### src/rtl/imw_pkg.sv
package imw_pkg;

    localparam int WORD_W = 32;
    localparam int LANES  = WORD_W / 8;

    localparam logic [2:0] KEY_SYSMEM = 3'd6;
    localparam logic [2:0] KEY_LOW_LIMIT = 3'd4;

    typedef enum logic [1:0] {
        SZ_BYTE = 2'd0,
        SZ_HALF = 2'd1,
        SZ_WORD = 2'd2
    } xfer_size_e;

    typedef enum logic [1:0] {
        ST_IDLE = 2'd0,
        ST_BUS  = 2'd1,
        ST_FIN  = 2'd2,
        ST_KILL = 2'd3
    } unit_state_e;

    typedef enum logic [1:0] {
        CM_NEVER    = 2'd0,
        CM_ON_MATCH = 2'd1,
        CM_ON_MISS  = 2'd2,
        CM_ALWAYS   = 2'd3
    } cond_mode_e;

    typedef struct packed {
        logic       is_store;
        xfer_size_e size;
        cond_mode_e wait_mode;
        cond_mode_e intr_mode;
    } cmd_ctl_t;

    // Width from the three-bit count: bit 2 wins over bit 1.
    function automatic xfer_size_e size_of_count(input logic [2:0] cnt);
        if (cnt[2])
            return SZ_WORD;
        else if (cnt[1])
            return SZ_HALF;
        return SZ_BYTE;
    endfunction

    // Keys below the first device space fall back to system memory.
    function automatic logic [2:0] effective_key(input logic [2:0] key);
        return (key < KEY_LOW_LIMIT) ? KEY_SYSMEM : key;
    endfunction

    // Address bits cleared by the alignment of a given width.
    function automatic logic [1:0] align_drop(input xfer_size_e sz);
        case (sz)
            SZ_WORD: return 2'b11;
            SZ_HALF: return 2'b01;
            default: return 2'b00;
        endcase
    endfunction

endpackage

### src/rtl/imw_decode.sv
module imw_decode
    import imw_pkg::*;
#(
    parameter int ADDR_W = 32
) (
    input  logic [2:0]        key,
    input  logic [2:0]        count,
    input  logic [ADDR_W-1:0] addr,
    output xfer_size_e        size,
    output logic [ADDR_W-1:0] addr_aligned,
    output logic [LANES-1:0]  lane_en,
    output logic              fatal
);

    logic [1:0] drop;

    always_comb begin
        size         = size_of_count(count);
        drop         = align_drop(size);
        addr_aligned = {addr[ADDR_W-1:2], addr[1:0] & ~drop};
        fatal        = (effective_key(key) != KEY_SYSMEM);
    end

    for (genvar l = 0; l < LANES; l++) begin : g_lane
        localparam logic [1:0] LIDX = 2'(l);
        assign lane_en[l] = (size == SZ_WORD)
                          | ((size == SZ_HALF) & (LIDX[1] == addr_aligned[1]))
                          | ((size == SZ_BYTE) & (LIDX == addr_aligned[1:0]));
    end

endmodule

### src/rtl/imw_lanes.sv
module imw_lanes
    import imw_pkg::*;
(
    input  xfer_size_e        size,
    input  logic [WORD_W-1:0] dep,
    input  logic [WORD_W-1:0] rdata,
    output logic [WORD_W-1:0] wdata,
    output logic [WORD_W-1:0] merged
);

    localparam int HALF_L = LANES / 2;

    for (genvar b = 0; b < LANES; b++) begin : g_byte
        logic [7:0] dep_b;
        logic [7:0] rd_b;
        logic [7:0] st_half;
        logic [7:0] ld_half;
        logic [7:0] st_byte;
        logic [7:0] ld_byte;

        assign dep_b = dep[8*b +: 8];
        assign rd_b  = rdata[8*b +: 8];

        // Store data is right-justified; load data fills the top lanes.
        if (b < HALF_L) begin : g_low
            assign st_half = dep[8*(b+HALF_L) +: 8];
            assign ld_half = dep_b;
        end else begin : g_high
            assign st_half = 8'h00;
            assign ld_half = rdata[8*(b-HALF_L) +: 8];
        end

        if (b == 0) begin : g_first
            assign st_byte = dep[8*(LANES-1) +: 8];
        end else begin : g_rest_st
            assign st_byte = 8'h00;
        end

        if (b == LANES - 1) begin : g_top
            assign ld_byte = rdata[7:0];
        end else begin : g_rest_ld
            assign ld_byte = dep_b;
        end

        assign wdata[8*b +: 8]  = (size == SZ_WORD) ? dep_b :
                                  (size == SZ_HALF) ? st_half : st_byte;
        assign merged[8*b +: 8] = (size == SZ_WORD) ? rd_b :
                                  (size == SZ_HALF) ? ld_half : ld_byte;
    end

endmodule

### src/rtl/imw_cond.sv
module imw_cond
    import imw_pkg::*;
#(
    parameter int COND_W = 4
) (
    input  cond_mode_e        mode,
    input  logic [COND_W-1:0] stat,
    input  logic [COND_W-1:0] sel_mask,
    input  logic [COND_W-1:0] sel_value,
    output logic              fire
);

    logic hit;

    always_comb begin
        hit = ((stat & sel_mask) == (sel_value & sel_mask));
        case (mode)
            CM_NEVER:    fire = 1'b0;
            CM_ON_MATCH: fire = hit;
            CM_ON_MISS:  fire = ~hit;
            default:     fire = 1'b1;
        endcase
    end

endmodule

### src/rtl/imw_unit.sv
module imw_unit
    import imw_pkg::*;
#(
    parameter int ADDR_W   = 32,
    parameter int COND_W   = 4,
    parameter int CNT_W    = 16,
    parameter int PTR_STEP = 16
) (
    input  logic              clk,
    input  logic              rst,
    input  logic              start,
    input  logic              cmd_store,
    input  logic [2:0]        cmd_key,
    input  logic [CNT_W-1:0]  cmd_count,
    input  logic [ADDR_W-1:0] cmd_addr,
    input  logic [WORD_W-1:0] cmd_dep,
    input  logic [ADDR_W-1:0] cmd_ptr,
    input  logic [1:0]        wait_mode,
    input  logic [1:0]        intr_mode,
    input  logic [COND_W-1:0] cond_stat,
    input  logic [COND_W-1:0] wait_mask,
    input  logic [COND_W-1:0] wait_value,
    input  logic [COND_W-1:0] intr_mask,
    input  logic [COND_W-1:0] intr_value,
    output logic              busy,
    output logic              bus_req,
    output logic              bus_we,
    output logic [ADDR_W-1:0] bus_addr,
    output logic [1:0]        bus_size,
    output logic [LANES-1:0]  bus_be,
    output logic [WORD_W-1:0] bus_wdata,
    input  logic [WORD_W-1:0] bus_rdata,
    input  logic              bus_ack,
    output logic              done,
    output logic              done_killed,
    output logic              done_parked,
    output logic              done_advance,
    output logic              irq,
    output logic [WORD_W-1:0] wb_dep,
    output logic [ADDR_W-1:0] next_ptr
);

    localparam logic [ADDR_W-1:0] STEP = ADDR_W'(PTR_STEP);

    unit_state_e       state_q;
    cmd_ctl_t          ctl_q;
    logic [ADDR_W-1:0] addr_q;
    logic [LANES-1:0]  be_q;
    logic [WORD_W-1:0] dep_q;
    logic [ADDR_W-1:0] ptr_q;

    xfer_size_e        dec_size;
    logic [ADDR_W-1:0] dec_addr;
    logic [LANES-1:0]  dec_lanes;
    logic              dec_fatal;
    logic [WORD_W-1:0] lane_wdata;
    logic [WORD_W-1:0] lane_merged;
    logic              wait_fire;
    logic              intr_fire;
    logic              unused_cnt;

    assign unused_cnt = ^cmd_count[CNT_W-1:3];

    imw_decode #(.ADDR_W(ADDR_W)) u_decode (
        .key          (cmd_key),
        .count        (cmd_count[2:0]),
        .addr         (cmd_addr),
        .size         (dec_size),
        .addr_aligned (dec_addr),
        .lane_en      (dec_lanes),
        .fatal        (dec_fatal)
    );

    imw_lanes u_lanes (
        .size   (ctl_q.size),
        .dep    (dep_q),
        .rdata  (bus_rdata),
        .wdata  (lane_wdata),
        .merged (lane_merged)
    );

    imw_cond #(.COND_W(COND_W)) u_wait_cond (
        .mode      (ctl_q.wait_mode),
        .stat      (cond_stat),
        .sel_mask  (wait_mask),
        .sel_value (wait_value),
        .fire      (wait_fire)
    );

    imw_cond #(.COND_W(COND_W)) u_intr_cond (
        .mode      (ctl_q.intr_mode),
        .stat      (cond_stat),
        .sel_mask  (intr_mask),
        .sel_value (intr_value),
        .fire      (intr_fire)
    );

    always_ff @(posedge clk) begin
        if (rst) begin
            state_q <= ST_IDLE;
            ctl_q   <= '0;
            addr_q  <= '0;
            be_q    <= '0;
            dep_q   <= '0;
            ptr_q   <= '0;
        end else begin
            case (state_q)
                ST_IDLE: begin
                    if (start) begin
                        ctl_q   <= '{is_store:  cmd_store,
                                     size:      dec_size,
                                     wait_mode: cond_mode_e'(wait_mode),
                                     intr_mode: cond_mode_e'(intr_mode)};
                        addr_q  <= dec_addr;
                        be_q    <= dec_lanes;
                        dep_q   <= cmd_dep;
                        ptr_q   <= cmd_ptr;
                        state_q <= dec_fatal ? ST_KILL : ST_BUS;
                    end
                end
                ST_BUS: begin
                    if (bus_ack) begin
                        if (!ctl_q.is_store)
                            dep_q <= lane_merged;
                        state_q <= ST_FIN;
                    end
                end
                default: state_q <= ST_IDLE;
            endcase
        end
    end

    always_comb begin
        busy         = (state_q != ST_IDLE);
        bus_req      = (state_q == ST_BUS);
        bus_we       = ctl_q.is_store;
        bus_addr     = addr_q;
        bus_size     = ctl_q.size;
        bus_be       = be_q;
        bus_wdata    = lane_wdata;
        done         = (state_q == ST_FIN) || (state_q == ST_KILL);
        done_killed  = (state_q == ST_KILL);
        done_parked  = (state_q == ST_FIN) && wait_fire;
        done_advance = (state_q == ST_FIN) && !wait_fire;
        irq          = done_killed || (done_advance && intr_fire);
        wb_dep       = dep_q;
        next_ptr     = done_advance ? (ptr_q + STEP) : ptr_q;
    end

    AST_HOLD_UNTIL_ACK: assert property (@(posedge clk) disable iff (rst)
        (bus_req && !bus_ack) |=> (bus_req && $stable(bus_addr) && $stable(bus_be)
                                   && $stable(bus_wdata) && $stable(bus_we)));

    AST_DONE_AFTER_ACK: assert property (@(posedge clk) disable iff (rst)
        (bus_req && bus_ack) |=> (done && !done_killed && !bus_req));

    AST_ALIGNED_ADDR: assert property (@(posedge clk) disable iff (rst)
        bus_req |-> ((bus_size == 2'd2 && bus_addr[1:0] == 2'b00)
                  || (bus_size == 2'd1 && !bus_addr[0])
                  || (bus_size == 2'd0)));

    AST_LANE_COUNT: assert property (@(posedge clk) disable iff (rst)
        bus_req |-> ($countones(bus_be) == (32'd1 << bus_size)));

    AST_ONE_OUTCOME: assert property (@(posedge clk) disable iff (rst)
        $onehot0({done_killed, done_parked, done_advance}));

    AST_PARK_QUIET: assert property (@(posedge clk) disable iff (rst)
        done_parked |-> !irq);

    AST_BUSY_IGNORE: assert property (@(posedge clk) disable iff (rst)
        (busy && start) |=> ($stable(bus_addr) && $stable(wb_dep) || $past(bus_req && bus_ack)));

endmodule

### config.mk
export PLATFORM = sky130hd
export DESIGN_NAME = imw_unit
export DESIGN_NICKNAME = d
export VERILOG_FILES = /design/src/rtl/imw_pkg.sv /design/src/rtl/imw_decode.sv /design/src/rtl/imw_lanes.sv /design/src/rtl/imw_cond.sv /design/src/rtl/imw_unit.sv
export SDC_FILE = /design/constraint.sdc
export NUM_CORES = 1
export LEC_CHECK = 0
export CAP_MARGIN = 10
export CORE_ASPECT_RATIO = 2
export CORE_UTILIZATION = 40
export DETAILED_ROUTE_END_ITERATION = 6
export PLACE_DENSITY = 0.86
export SLEW_MARGIN = 25
export SYNTH_ARGS = -nofsm -noshare
export SYNTH_HDL_FRONTEND = slang
export SYNTH_SLANG_ARGS = --single-unit
### constraint.sdc
create_clock -name clk -period 3.4 [get_ports clk]
set_clock_uncertainty 0.2 [all_clocks]
set_input_delay 0.68 -clock clk [delete_from_list [all_inputs] [get_ports clk]]
set_output_delay 0.68 -clock clk [all_outputs]
set_load 0.01 [all_outputs]
==> parameters.txt <==
Parameter                              Value

CTS
  Clock Path Buffers    2
  Clock slew at reported path FFs    about 80 ps
  Library cell used as clock root buffer    sky130_fd_sc_hd__clkbuf_16
  CTS tree    yes
  Count of clock tree sinks    ~110
  Clock insertion delay at the later pin of the skew report    around 350 ps
  H-tree lvl count    3
  TritonCTS buffer count    9

Run status
  Result of the run    finished clean

Worst setup path
  Maximum fanout along the worst path    11
  Arrival time worst endpoint    2460 ps
  Data required time at the worst endpoint    2520 ps
  Worst reg2reg setup slack    around 1200 ps
  Critical-path cell with the highest stage delay    sky130_fd_sc_hd__or3_4
  Cell count of the worst reg-to-reg path    6
  Worst path max stage delay    ~400 ps
  Category of the worst setup path capture point    output pin
  Largest delay share family, worst path    simple AND/OR/NAND/NOR gates
  Crit Path Category    in2out
  Terminus of the critical flop-to-flop path    wb_dep[23]
  Critical path buffers and inverters    4
  Cell Chain, Critical Path    buf_6 > xor2_4 > a22o_1 > or3_4 > buf_8 > and2_4 > inv_2 > mux2_2 > buf_2
  Worst R2R Start    bus_size[1]
  Type of element launching the critical path    input port

Power and ir drop
  Sum of internal, switching and leakage power    between 3 and 4 mW
  Leakage power    approximately 3.9 nW
  Power density of the placed cells    372.9 nW/um2
  Maximum vdd ir drop    0.0003541 V

Worst hold path
  Worst Hold Path EP    bus_addr[9]
  Worst min-delay path startpoint    bus_addr[9]
  Tightest Hold Check Type    reg2reg
  Hold path depth    2

Drt
  Number of vias per cell    ~5.4
  Post-Route WL    between 20 and 25 mm
  Antenna-violating nets left    0
  Residual DRC    0
  First-pass DRT Iterations    5
  Starting DRT DRC Count    about 270
  Number of vias after detailed routing    6865
  Drt wl/cell    about 19 um

Final layout
  Post-layout instance count excluding filler cells    approximately 1300
  Layout Nets    ~1300
  Count of fill cells added during filler insertion    1200
  Core occupancy in the finished layout    between 60 and 70%
  Relative area change from synthesis to final layout    65.48%
  Fraction of layout instances using a drive strength above 1    between 10% and 20%

Placed design
  HPWL Detailed    approximately 18 mm
  Weighted congestion reported at the end of routability-driven placement    roughly 0.95
  Instance count after placement with tap cells included    roughly 1300
  Post-Place Setup Slack    -700.3 ps
  Port-buffer cells    303

Synth
  Share of flip-flops with an asynchronous set or reset after synthesis    0%
  Share of the yosys chip area belonging to registers    between 30% and 40%
  Share of Yosys cell area claimed by the top area cell type    approximately 37%
  Synthesized cell area    slightly below 6000 um2
  Dominant synthesized flop cell    sky130_fd_sc_hd__dfxtp_1
  Syn Inst Count    771
  Commonest cells in the synthesized netlist    sky130_fd_sc_hd__nand2_1 (171), sky130_fd_sc_hd__a21oi_1 (109), sky130_fd_sc_hd__dfxtp_1 (109), sky130_fd_sc_hd__nor2_1 (55), sky130_fd_sc_hd__mux2i_1 (49)
  Library cell with the highest instance count after synthesis    sky130_fd_sc_hd__nand2_1
  Synthesized area per cell    between 7 and 8 um2
  Register bit count reported by yosys    between 100 and 150
  Mapped Nets    948
  Yosys synthesis warning count    0
  Number of enable flip-flop cells after synthesis    0
  Library cell occupying the most area in the post-synthesis netlist    sky130_fd_sc_hd__dfxtp_1
  Number of library cell types mapped by synthesis    50
  Leading cell types by total area after synthesis    sky130_fd_sc_hd__dfxtp_1 (37%), sky130_fd_sc_hd__nand2_1 (11%), sky130_fd_sc_hd__a21oi_1 (9.2%)

Floorplanning
  Row Count    62
  DIE HEIGHT    between 150 and 200 um
  Total Die Area    between 15000 and 20000 um2
  Standard cell core area    roughly 14000 um2
  Initial cell density of the core    between 40 and 50%
  IO Count    318
  Overall die width    a little under 90 um

Timing
  Final Hold Fails    0
  Worst Tran Pin Value    between 800 and 900 ps
  Min Hold Slack    257.9 ps
  Upper clock frequency limit    299.7 MHz
  Setup-violating endpoint count in the final report    0
  Time the final worst path needs with I/O delays and setup    about 3300 ps
  Worst slew margin    roughly 44%
  Period Utilization, post-route    98.15%
  Post-route worst setup slack    63.02 ps
  Max-slew violation count    0

Global route
  Largest net degree at the start of global routing    slightly above 50
  Vias in the first global route    approximately 7000
  Number of antenna violations at the first check in global routing    2
  Leftover overflow at the end of global routing    0
  GRT Util Overall    a little under a third
  First-pass GRT wire length    between 30 and 40 mm

Flow run
  MaxCap Viol Count    0
==> final cells by class <==
type | instances | area [um2] | area share [%]
Antenna cell | 2 | 5.005 | 0.05112
Clock buffer | 10 | 229.0 | 2.339
Clock inverter | 5 | 67.56 | 0.6902
Inverter | 8 | 30.03 | 0.3067
Multi-Input combinational cell | 589 | 3620 | 36.98
Sequential cell | 109 | 2185 | 22.32
Tap cell | 192 | 240.2 | 2.454
Timing Repair Buffer | 363 | 3413 | 34.87
==> layer usage <==
metal	part of all wire, %	wire length, um	vias up	global-route usage [%]
met1	32	7696	3140	28.88
met4	7.9	1881	0	23.43
met2	53	12760	369	57.75
li1	-	-	3244	-
met5	0	0	-	0
met3	6.5	1555	112	5.840
==> worst max path at each step <==
| stage | end | slack [ps] | cells past startpoint | start |
|---|---|---|---|---|
| after detailed placement | next_ptr[19] | -700 | 8 | cond_stat[3] |
| after global placement | next_ptr[15] | -630 | 8 | cond_stat[3] |
| after CTS | next_ptr[17] | 0.4 | 8 | wait_value[0] |
| after global routing | next_ptr[26] | -40 | 8 | ptr_q[4] |
| final | next_ptr[5] | 60 | 9 | cond_stat[0] |
| after floorplan | next_ptr[5] | 290 | 7 | cond_stat[3] |
==> logic make-up after synthesis <==
logic type	after synthesis	share of synthesized area, %
xor gates and xnor gates	35	5.182
DFF	109	36.89
and+or+nand+nor	306	23.03
AOI/OAI and AO/OA	197	20.81
buffers and inverters	73	5.393
adders and majority gates	1	0.2115
muxes	50	8.481
==> worst register-to-register path, cell delays in order, from the launching register on <==
cell and delay (ps):
sky130_fd_sc_hd__dfxtp_2 430, sky130_fd_sc_hd__nor2b_1 700, sky130_fd_sc_hd__nor3b_1 130, sky130_fd_sc_hd__nor2_2 110, sky130_fd_sc_hd__buf_4 210, sky130_fd_sc_hd__mux2i_1 210, sky130_fd_sc_hd__nor2_1 60
==> layout by cell type (no fill, tap or decap), types with 7 or more instances in the layout <==
| cell | netlist | routed |
|---|---|---|
| sky130_fd_sc_hd__clkdlybuf4s50_1 | 0 | 260 |
| sky130_fd_sc_hd__nand2_1 | 171 | 170 |
| sky130_fd_sc_hd__dfxtp_1 | 109 | 107 |
| sky130_fd_sc_hd__a21oi_1 | 109 | 106 |
| sky130_fd_sc_hd__buf_4 | 6 | 57 |
| sky130_fd_sc_hd__nor2_1 | 55 | 54 |
| sky130_fd_sc_hd__mux2i_1 | 49 | 48 |
| sky130_fd_sc_hd__a211oi_1 | 32 | 32 |
| sky130_fd_sc_hd__xor2_1 | 30 | 25 |
| sky130_fd_sc_hd__o21ai_0 | 20 | 20 |
| sky130_fd_sc_hd__nor2b_1 | 20 | 19 |
| sky130_fd_sc_hd__and2_1 | 19 | 17 |
| sky130_fd_sc_hd__dlygate4sd2_1 | 0 | 17 |
| sky130_fd_sc_hd__buf_2 | 6 | 14 |
| sky130_fd_sc_hd__a22o_1 | 10 | 10 |
| sky130_fd_sc_hd__nand3_1 | 11 | 10 |
| sky130_fd_sc_hd__clkbuf_16 | 0 | 9 |
| sky130_fd_sc_hd__inv_1 | 7 | 7 |
==> what timing repair did <==
action	CTS	global route
resized for setup	107	41
pin swaps	11	14
endpoints found under the setup margin	31	26
setup buffers	0	1
cloned	1	0
hold buffers	0	0
==> stage by stage <==
| step | cell area [um2] | setup TNS, ps |
|---|---|---|
| after floorplan | 5916 | 0 |
| after global placement | 9390 | -14620 |
| after detailed placement | 9390 | -15690 |
| after CTS | 9704 | 0 |
| after global routing | 9789 | -79.27 |
| final | 9789 | 0 |
==> report_power, final <==
| group | switching [mW] | internal, mW | leakage (nW) | total, mW |
|---|---|---|---|---|
| clock | 0.507 | 0.581 | 0.145 | 1.09 |
| combinational | 0.505 | 0.571 | 2.83 | 1.08 |
| sequential | 0.105 | 1.38 | 0.897 | 1.49 |
| total | 1.12 | 2.53 | 3.87 | 3.65 |
==> registers in the layout, indices dropped and copies added, names as in the netlist <==
name / cells
ptr_q: 32
state_q: 2
bus_size: 2
wb_dep: 32
ctl_q: 4
bus_be: 4
bus_we: 1
bus_addr: 32
Power figures use the tool's default switching activity.
